`src/rtl/pcs_pkg.sv`:
```
package pcs_pkg;

  localparam int BYTE_W = 8;

  localparam logic [3:0] OP_RD_WIPER = 4'b1001;
  localparam logic [3:0] OP_WR_WIPER = 4'b1010;
  localparam logic [3:0] OP_RD_REG   = 4'b1011;
  localparam logic [3:0] OP_WR_REG   = 4'b1100;
  localparam logic [3:0] OP_REG2WIP  = 4'b1101;
  localparam logic [3:0] OP_WIP2REG  = 4'b1110;
  localparam logic [3:0] OP_ALL_R2W  = 4'b0001;
  localparam logic [3:0] OP_ALL_W2R  = 4'b1000;
  localparam logic [3:0] OP_STEP     = 4'b0010;

  typedef enum logic [3:0] {
    ST_IDLE, ST_ADDR, ST_ADDR_ACK, ST_INSTR, ST_INSTR_ACK,
    ST_WDATA, ST_WDATA_ACK, ST_RDATA, ST_RDATA_ACK,
    ST_STEP, ST_PEND, ST_HOLD
  } pcs_state_e;

  typedef struct packed {
    logic [3:0] op;
    logic [1:0] slot;
    logic [1:0] pot;
  } pcs_instr_t;

  function automatic logic op_reads(input logic [3:0] op);
    return (op == OP_RD_WIPER) || (op == OP_RD_REG);
  endfunction

  function automatic logic op_writes(input logic [3:0] op);
    return (op == OP_WR_WIPER) || (op == OP_WR_REG);
  endfunction

  function automatic logic op_global(input logic [3:0] op);
    return (op == OP_ALL_R2W) || (op == OP_ALL_W2R);
  endfunction

  function automatic logic op_accepts(input logic [3:0] op, input logic [1:0] pot);
    logic ok;
    ok = op_reads(op) || op_writes(op) || (op == OP_REG2WIP) ||
         (op == OP_WIP2REG) || (op == OP_STEP);
    if (op_global(op)) ok = (pot == 2'b00);
    return ok;
  endfunction

  function automatic logic addr_hit(input logic [7:0] rx, input logic [3:0] dtype,
                                    input logic [3:0] pins, input logic busy);
    return (rx[7:4] == dtype) && (rx[3:0] == pins) && !busy;
  endfunction

endpackage

```
`src/rtl/pcs_line_sync.sv`:
```
module pcs_line_sync #(
  parameter int STAGES = 2,
  parameter int LINES  = 2
) (
  input  logic             clk,
  input  logic             rst_n,
  input  logic [LINES-1:0] d_i,
  output logic [LINES-1:0] q_o
);
  for (genvar i = 0; i < LINES; i++) begin : g_line
    logic [STAGES-1:0] chain;
    always_ff @(posedge clk or negedge rst_n) begin
      if (!rst_n) chain <= '1;
      else        chain <= {chain[STAGES-2:0], d_i[i]};
    end
    assign q_o[i] = chain[STAGES-1];
  end
endmodule

```
`src/rtl/pcs_cond_detect.sv`:
```
module pcs_cond_detect (
  input  logic clk,
  input  logic rst_n,
  input  logic scl_s_i,
  input  logic sda_s_i,
  output logic scl_rise_o,
  output logic scl_fall_o,
  output logic start_o,
  output logic stop_o
);
  logic scl_p, sda_p;

  always_ff @(posedge clk or negedge rst_n) begin
    if (!rst_n) begin
      scl_p <= 1'b1;
      sda_p <= 1'b1;
    end else begin
      scl_p <= scl_s_i;
      sda_p <= sda_s_i;
    end
  end

  assign scl_rise_o = scl_s_i & ~scl_p;
  assign scl_fall_o = ~scl_s_i & scl_p;
  assign start_o    = scl_s_i & scl_p & sda_p & ~sda_s_i;
  assign stop_o     = scl_s_i & scl_p & ~sda_p & sda_s_i;
endmodule

```
`src/rtl/pcs_proto_fsm.sv`:
```
module pcs_proto_fsm
  import pcs_pkg::*;
#(
  parameter logic [3:0] DEV_TYPE = 4'b0101
) (
  input  logic        clk,
  input  logic        rst_n,
  input  logic        scl_rise_i,
  input  logic        scl_fall_i,
  input  logic        start_i,
  input  logic        stop_i,
  input  logic        sda_lvl_i,
  input  logic [3:0]  dev_pins_i,
  input  logic        nv_busy_i,
  input  logic [7:0]  rd_data_i,
  output logic        sda_oe_o,
  output pcs_instr_t  instr_o,
  output logic [7:0]  data_o,
  output logic        cmd_valid_o,
  output logic        step_up_o,
  output logic        step_dn_o,
  output logic        addr_acking_o
);
  localparam int CNT_W = $clog2(BYTE_W + 1);
  localparam logic [CNT_W-1:0] FULL = CNT_W'(BYTE_W);

  pcs_state_e       state;
  logic [CNT_W-1:0] bit_cnt;
  logic [7:0]       rx, tx;
  logic             dir, armed;

  assign addr_acking_o = (state == ST_ADDR_ACK);

  always_ff @(posedge clk or negedge rst_n) begin
    if (!rst_n) begin
      state       <= ST_IDLE;
      bit_cnt     <= '0;
      rx          <= '0;
      tx          <= '0;
      dir         <= 1'b0;
      armed       <= 1'b0;
      sda_oe_o    <= 1'b0;
      instr_o     <= '0;
      data_o      <= '0;
      cmd_valid_o <= 1'b0;
      step_up_o   <= 1'b0;
      step_dn_o   <= 1'b0;
    end else begin
      cmd_valid_o <= 1'b0;
      step_up_o   <= 1'b0;
      step_dn_o   <= 1'b0;
      if (start_i) begin
        state    <= ST_ADDR;
        bit_cnt  <= '0;
        sda_oe_o <= 1'b0;
      end else if (stop_i) begin
        if (state == ST_PEND) cmd_valid_o <= 1'b1;
        state    <= ST_IDLE;
        sda_oe_o <= 1'b0;
      end else begin
        case (state)
          ST_ADDR, ST_INSTR, ST_WDATA: begin
            if (scl_rise_i && bit_cnt != FULL) begin
              rx      <= {rx[6:0], sda_lvl_i};
              bit_cnt <= bit_cnt + 1'b1;
            end else if (scl_fall_i && bit_cnt == FULL) begin
              bit_cnt <= '0;
              if (state == ST_ADDR) begin
                if (addr_hit(rx, DEV_TYPE, dev_pins_i, nv_busy_i)) begin
                  state    <= ST_ADDR_ACK;
                  sda_oe_o <= 1'b1;
                end else begin
                  state <= ST_IDLE;
                end
              end else if (state == ST_INSTR) begin
                if (op_accepts(rx[7:4], rx[1:0])) begin
                  instr_o  <= rx;
                  state    <= ST_INSTR_ACK;
                  sda_oe_o <= 1'b1;
                end else begin
                  state <= ST_IDLE;
                end
              end else begin
                data_o   <= rx;
                state    <= ST_WDATA_ACK;
                sda_oe_o <= 1'b1;
              end
            end
          end
          ST_ADDR_ACK: begin
            if (scl_fall_i) begin
              sda_oe_o <= 1'b0;
              state    <= ST_INSTR;
            end
          end
          ST_INSTR_ACK: begin
            if (scl_fall_i) begin
              bit_cnt <= '0;
              armed   <= 1'b0;
              if (op_reads(instr_o.op)) begin
                tx       <= rd_data_i;
                sda_oe_o <= ~rd_data_i[7];
                bit_cnt  <= CNT_W'(1);
                state    <= ST_RDATA;
              end else begin
                sda_oe_o <= 1'b0;
                if (op_writes(instr_o.op))      state <= ST_WDATA;
                else if (instr_o.op == OP_STEP) state <= ST_STEP;
                else                            state <= ST_PEND;
              end
            end
          end
          ST_WDATA_ACK: begin
            if (scl_fall_i) begin
              sda_oe_o <= 1'b0;
              state    <= ST_PEND;
            end
          end
          ST_RDATA: begin
            if (scl_fall_i) begin
              if (bit_cnt == FULL) begin
                sda_oe_o <= 1'b0;
                state    <= ST_RDATA_ACK;
              end else begin
                sda_oe_o <= ~tx[6];
                tx       <= {tx[6:0], 1'b0};
                bit_cnt  <= bit_cnt + 1'b1;
              end
            end
          end
          ST_RDATA_ACK: begin
            if (scl_fall_i) state <= ST_HOLD;
          end
          ST_STEP: begin
            if (scl_rise_i) begin
              dir   <= sda_lvl_i;
              armed <= 1'b1;
            end else if (scl_fall_i && armed) begin
              step_up_o <= dir;
              step_dn_o <= ~dir;
              armed     <= 1'b0;
            end
          end
          default: ;
        endcase
      end
    end
  end
endmodule

```
`src/rtl/pot_cmd_slave.sv`:
```
module pot_cmd_slave
  import pcs_pkg::*;
#(
  parameter logic [3:0] DEV_TYPE    = 4'b0101,
  parameter int         SYNC_STAGES = 2
) (
  input  logic       clk,
  input  logic       rst_n,
  input  logic       scl_i,
  input  logic       sda_i,
  output logic       sda_oe_o,
  input  logic [3:0] dev_pins_i,
  input  logic       nv_busy_i,
  input  logic [7:0] rd_data_i,
  output logic       cmd_valid_o,
  output logic [3:0] cmd_op_o,
  output logic [1:0] cmd_reg_o,
  output logic [1:0] cmd_pot_o,
  output logic [7:0] cmd_data_o,
  output logic       step_up_o,
  output logic       step_dn_o
);
  logic [1:0] lines_s;
  logic       scl_lvl, sda_lvl;
  logic       scl_rise, scl_fall, start_evt, stop_evt;
  logic       addr_acking;
  pcs_instr_t instr;

  pcs_line_sync #(.STAGES(SYNC_STAGES), .LINES(2)) u_sync (
    .clk(clk), .rst_n(rst_n), .d_i({scl_i, sda_i}), .q_o(lines_s)
  );
  assign scl_lvl = lines_s[1];
  assign sda_lvl = lines_s[0];

  pcs_cond_detect u_cond (
    .clk(clk), .rst_n(rst_n), .scl_s_i(scl_lvl), .sda_s_i(sda_lvl),
    .scl_rise_o(scl_rise), .scl_fall_o(scl_fall),
    .start_o(start_evt), .stop_o(stop_evt)
  );

  pcs_proto_fsm #(.DEV_TYPE(DEV_TYPE)) u_fsm (
    .clk(clk), .rst_n(rst_n),
    .scl_rise_i(scl_rise), .scl_fall_i(scl_fall),
    .start_i(start_evt), .stop_i(stop_evt), .sda_lvl_i(sda_lvl),
    .dev_pins_i(dev_pins_i), .nv_busy_i(nv_busy_i), .rd_data_i(rd_data_i),
    .sda_oe_o(sda_oe_o), .instr_o(instr), .data_o(cmd_data_o),
    .cmd_valid_o(cmd_valid_o), .step_up_o(step_up_o), .step_dn_o(step_dn_o),
    .addr_acking_o(addr_acking)
  );

  assign cmd_op_o  = instr.op;
  assign cmd_reg_o = instr.slot;
  assign cmd_pot_o = instr.pot;
endmodule

```
`config.mk`:
```
export PLATFORM = sky130hd
export DESIGN_NAME = pot_cmd_slave
export DESIGN_NICKNAME = d
export VERILOG_FILES = /design/src/rtl/pcs_pkg.sv /design/src/rtl/pcs_line_sync.sv /design/src/rtl/pcs_cond_detect.sv /design/src/rtl/pcs_proto_fsm.sv /design/src/rtl/pot_cmd_slave.sv
export SDC_FILE = /design/constraint.sdc
export NUM_CORES = 1
export LEC_CHECK = 0
export CAP_MARGIN = 40
export CORE_ASPECT_RATIO = 0.7
export CORE_MARGIN = 1.5
export CORE_UTILIZATION = 54
export CTS_BUF_LIST = sky130_fd_sc_hd__clkbuf_16
export DETAILED_ROUTE_END_ITERATION = 12
export GPL_TIMING_DRIVEN = 0
export PLACE_DENSITY = 0.79
export SLEW_MARGIN = 10
export SYNTH_ARGS = -nofsm -noshare
export SYNTH_HDL_FRONTEND = slang
export SYNTH_HIERARCHICAL = 1
export SYNTH_SLANG_ARGS = --single-unit
```
`constraint.sdc`:
```
create_clock -name clk -period 2.7 [get_ports clk]
set_input_delay 0.405 -clock clk [delete_from_list [all_inputs] [get_ports clk]]
set_output_delay 0.405 -clock clk [all_outputs]
set_load 0.05 [all_outputs]
```
# --- Yosys cells after proc, flatten, opt, wreduce, memory -nomap -nowiden ---
# Cells that the tools add are included.
classes:
  n_addsub: 1
  n_eq_ne: 49
  mux: 70
  bitwise: 19
  n_reduce_logical: 32
op_table:
  columns: ["cell", "count"]
  rows:
  - ["4-bit 2-to-1 mux", 20]
  - ["4-bit equality test, second input constant", 15]
  - ["1-bit 2-to-1 mux", 37]
  - ["7-bit 2-to-1 mux", 4]
  - ["4-bit by 3-bit != test with 1-bit output, second input constant", 7]
  - ["4-bit case mux with 6 select lines", 1]
  - ["4-bit by 3-bit equality test with 1-bit output, second input constant", 5]
  - ["4-bit by 2-bit equality test with 1-bit output, second input constant", 4]
  - ["8-bit AND reduction", 2]
  - ["7-bit case mux with 2 select lines", 1]
  - ["7-bit AND reduction", 2]
  - ["1-bit inverter", 12]
  - ["4-bit case mux with 3 select lines", 1]
  - ["1-bit logical OR", 9]
  - ["9-bit AND reduction", 1]
  - ["4-bit by 1-bit equality test with 1-bit output, second input constant", 2]
  - ["4-bit != test, second input constant", 2]
  - ["4-bit AND reduction", 2]
  - ["8-bit nonzero test", 1]
  - ["1-bit AND", 7]
  - ["3-bit 2-to-1 mux", 2]
  - ["2-bit by 1-bit != test with 1-bit output, second input constant", 3]
  - ["3-bit by 2-bit != test with 1-bit output, second input constant", 2]
  - ["6-bit by 5-bit != test with 1-bit output, second input constant", 1]
  - ["21 further kinds", 28]
totals:
  regBits: 51
  inputBits: 17
  output_inout_bits: 20
  wordCells: 189

# --- Depth between registers and ports, before layout ---
logic_depth:
  depth_word: 22
  ltp_mapped: 9
  ltp_nobuf: 7

# --- By module ---
# The synthesis kept the hierarchy.
by_module_without_submodules:
  columns: ["mod", "instances", "cells_each", "area_per_inst_um2", "seq_area_each_um2"]
  rows:
  - ["pcs_proto_fsm", 1, 233, 2446.1, 1126.1]
  - ["pcs_line_sync", 1, 6, 120.1, 105.1]
  - ["pcs_cond_detect", 1, 6, 85.1, 52.6]

# --- Worst setup path after synthesis ---
# Ideal clock, no wire load.
synth_timing:
  path_kind: "reg2reg"
  startpoint: "register u_sync.g_line[0].chain[1]"
  endpoint: "register u_fsm.rx[0]"
  setup_time_ps: 125
  arrival_time_ps: 2088
  required_ps: 2575
  path_slack_ps: 487
  path_stages_with_launch: 8
  path_buffers: 3
  synth_period_minus_slack_ps: 2213
  path_cell_list: "dfstp_2 -> buf_4 -> and4b_1 -> buf_6 -> or2_4 -> or4_4 -> buf_6 -> mux2_4"
synth_via:
  elab_chain_len: 4
  word_cells_on_any_way: 6
  classes_between: "5 x bitwise; 1 x reduce/logical"
synth_rtl:
  columns: ["element", "line", "rtl"]
  rows:
  - ["start, declared", "pcs_line_sync.sv:11", "logic [STAGES-1:0] chain;"]
  - ["start signal, assigned", "pcs_line_sync.sv:14", "else chain <= {chain[STAGES-2:0], d_i[i]};"]
  - ["1-bit inverter", "pcs_cond_detect.sv:25", "assign start_o = scl_s_i & scl_p & sda_p & ~sda_s_i;"]
  - ["1-bit AND", "pcs_cond_detect.sv:25", null]
  - ["named net start_evt", "pot_cmd_slave.sv:25", "logic scl_rise, scl_fall, start_evt, stop_evt;"]
  - ["1-bit inverter (no source line)", null, null]
  - ["4-bit AND reduction (no source line)", null, null]
  - ["end signal, assigned", "pcs_proto_fsm.sv:64", "rx <= {rx[6:0], sda_lvl_i};"]
  - ["end, declared", "pcs_proto_fsm.sv:29", "logic [7:0] rx, tx;"]
# The timed path passes the listed nets, and every way through them passes these cells.
# A chain may end at the register's enable or synchronous reset.

# --- Worst setup path after layout ---
layout_timing:
  startpoint: "register u_sync.g_line[0].chain[1]"
  endpoint: "register u_fsm.data_o[6]"
layout_via:
  elab_chain_len: 4
  word_cells_on_any_way: 6
  classes_between: "5 x bitwise; 1 x reduce/logical"
layout_rtl:
  columns: ["element", "line", "rtl"]
  rows:
  - ["1-bit inverter", "pcs_cond_detect.sv:25", null]
  - ["1-bit AND", "pcs_cond_detect.sv:25", null]
  - ["named net start_evt", "pot_cmd_slave.sv:25", null]
  - ["1-bit inverter (no source line)", null, null]
  - ["7-bit AND reduction (no source line)", null, null]
  - ["end signal, assigned", "pcs_proto_fsm.sv:84", "data_o <= rx;"]
  - ["end, declared", "pcs_proto_fsm.sv:18", "output logic [7:0] data_o,"]
# The timed path passes the listed nets, and every way through them passes these cells.

==> results.ini <==
[power_and_ir_drop]
power_frac_seq_pct=40.2
power.share.clock_pct=25.6
p_leak_nw=1.49
netSwitchingFraction_pct=35.7
peakVddDrop_mv=0.393
cellInternalPower_mw=1.80
power_density_nw_per_um2=854
p_sw_mw=1.00
power.total_mw=2.80
power.share.combinational_pct=34.2

[floorplan]
die_area_um2=5340
dieWidth_um=86.7
start_util_pct=55.6
core-area_um2=4760
number_of_placement_rows=21
ioPinCount=37
die_y_um=61.6

[critical_path]
crit_path_end_kind=flop
cp_data_required_time_ps=2870
crit_arrival_ps=2710
reg2reg_setup_slack_ps=170
criticalPathCategory=reg -> reg
crit_path_start_kind=flop
worst-path-max-fanout=8

[job]
drv_cap=0

[route]
wl_per_cell_um=16.3
drt-vias-per-instance=5.74
drc_errors=0
firstDrtPassIters=4
via_count=2055
detail_route_antenna_nets=0
drt-total-wl_um=5840
dr.first_iter.drc_count=176

[layout]
antenna_cells=0
layout-drive-gt1-share_pct=20.4
nets=307
layout.cells.most_common=sky130_fd_sc_hd__dfrtp_1
final_cell_mix=sky130_fd_sc_hd__dfrtp_1 (45), sky130_fd_sc_hd__clkdlybuf4s50_1 (35), sky130_fd_sc_hd__o21ai_0 (19)
area.growth.synth_to_final_pct=24.0

[placement]
dp_hpwl_um=4140
routabilityCongestion=0.946
placement.setup.worst_slack_ps=226
port_buffers=36

[timing]
setup_repair_after_global_routing_missed_its_margin=no
timing.final.ws_setup_ps=165
fin_worst_skew_ps=4.66
hold_slack_ps=10.4
max_freq_mhz=395
sum_of_negative_setup_slack_ps=0
hold_viol_final=0
min_period_ps=2530
min_period_over_period_pct=93.9
slew_violations=0
transition_time_at_the_pin_with_the_least_slew_margin_ps=832
final_number_of_setup_violating_endpoints=0
worst_case_headroom_to_the_max_slew_limit_pct=43.1

[global_route]
maximum_number_of_pins_on_one_net_before_global_route_repair=39
gr-total-overflow=0
via_count_of_the_first_global_routing_pass=1894
antenna_found_initial=0
globalRouteTotalUtil_pct=23.7
grt_first_pass_wirelength_um=9450

[clock_network]
post-cts-setup-buffers=0
numCtsBuffers=5
clock_tree.root_cell=sky130_fd_sc_hd__clkbuf_16
cts_sinks=51
cts_hold_buffers=0
clock_insertion_delay_worst_skew_ps=290
max_clock_buf_depth=2
clk_pin_slew_ps=70
tritoncts=built
postCtsResizedCells=0
h_tree_level_count=2

[logic_synthesis]
synthesis.nets=263
synth_warnings=6
mappedNetlistArea_um2=2650
syn_area_per_cell_um2=10.8
syn-instance-count=244

[worst_hold_path]
min_path_type=in -> async

[outcome]
outcome=finished clean

[power groups by stage]
stage / sequential (mW) / clock (mW) / combinational (mW)
after global routing: 1.15 / 0.763 / 1.05
after global placement: 1.13 / 0 / 0.918
after CTS: 1.12 / 0.733 / 0.945
after floorplan: 1.10 / 0 / 0.703
final: 1.13 / 0.718 / 0.958
after detailed placement: 1.14 / 0 / 0.931
[path summary, 6_finish.rpt]
| check | startpoint | endpoint | cells past startpoint |
|---|---|---|---|
| worst max-delay path | u_sync/g_line[0].chain[1] | u_fsm/data_o[6] | 8 |
| worst min-delay path | rst_n | u_fsm/tx[0] | 1 |
| worst max register to register | u_sync/g_line[0].chain[1] | u_fsm/data_o[6] | 8 |
| worst min register to register | u_sync/g_line[0].chain[0] | u_sync/g_line[0].chain[1] | 0 |
| max in group asynchronous | rst_n | u_cond/sda_p | 2 |
| min in group clk | u_sync/g_line[0].chain[0] | u_sync/g_line[0].chain[1] | 0 |
[flip-flops by register name, indices dropped and copies added, names as in the netlist]
register             count
u_fsm/tx                 7
u_fsm/cmd_valid_o        1
u_cond/scl_p             1
u_fsm/armed              1
u_fsm/rx                 8
u_fsm/step_up_o          1
u_cond/sda_p             1
u_fsm/state              4
u_fsm/bit_cnt            4
u_sync/g_line.chain      4
u_fsm/instr_o            8
u_fsm/data_o             8
u_fsm/sda_oe_o           1
u_fsm/dir                1
u_fsm/step_dn_o          1
[per-layer routing]
| metal | routed length, µm | up-vias | track usage [%] | share of wire [%] |
|---|---|---|---|---|
| met3 | 379 | 10 | 5.76 | 6.5 |
| met4 | 60 | 0 | 6.91 | 1.0 |
| met1 | 2890 | 997 | 35.3 | 49 |
| met2 | 2510 | 73 | 34.5 | 43 |
| li1 | - | 975 | - | - |
| met5 | 0 | - | 0 | 0 |
[stage by stage]
stage	std cells	util, %	area [µm²]
floorplan	244	-	2650
global placement	349	65.0	3090
detailed placement	350	65.4	3110
CTS	358	69.0	3280
global route	358	69.0	3280
finish	358	69.0	3280
[critical path, stage by stage, from the launching register on]
cell                      delay (ps)
sky130_fd_sc_hd__dfstp_2         520
sky130_fd_sc_hd__buf_4           110
sky130_fd_sc_hd__and4b_1         200
sky130_fd_sc_hd__buf_6           130
sky130_fd_sc_hd__nor2_1          300
sky130_fd_sc_hd__nand2_1         210
sky130_fd_sc_hd__nor4_1          220
sky130_fd_sc_hd__nand2_1         340
sky130_fd_sc_hd__mux2_2          380
[cell type report]
type	instances	area, µm²
Clock inverter	3	47.5
Multi-Input combinational cell	172	1250
Buffer	12	82.6
Inverter	9	33.8
Tap cell	69	86.3
Sequential cell	51	1280
Clock buffer	5	125
Timing Repair Buffer	37	375
Fill cell	377	1480
No activity file was read; power rests on OpenSTA's default activity.
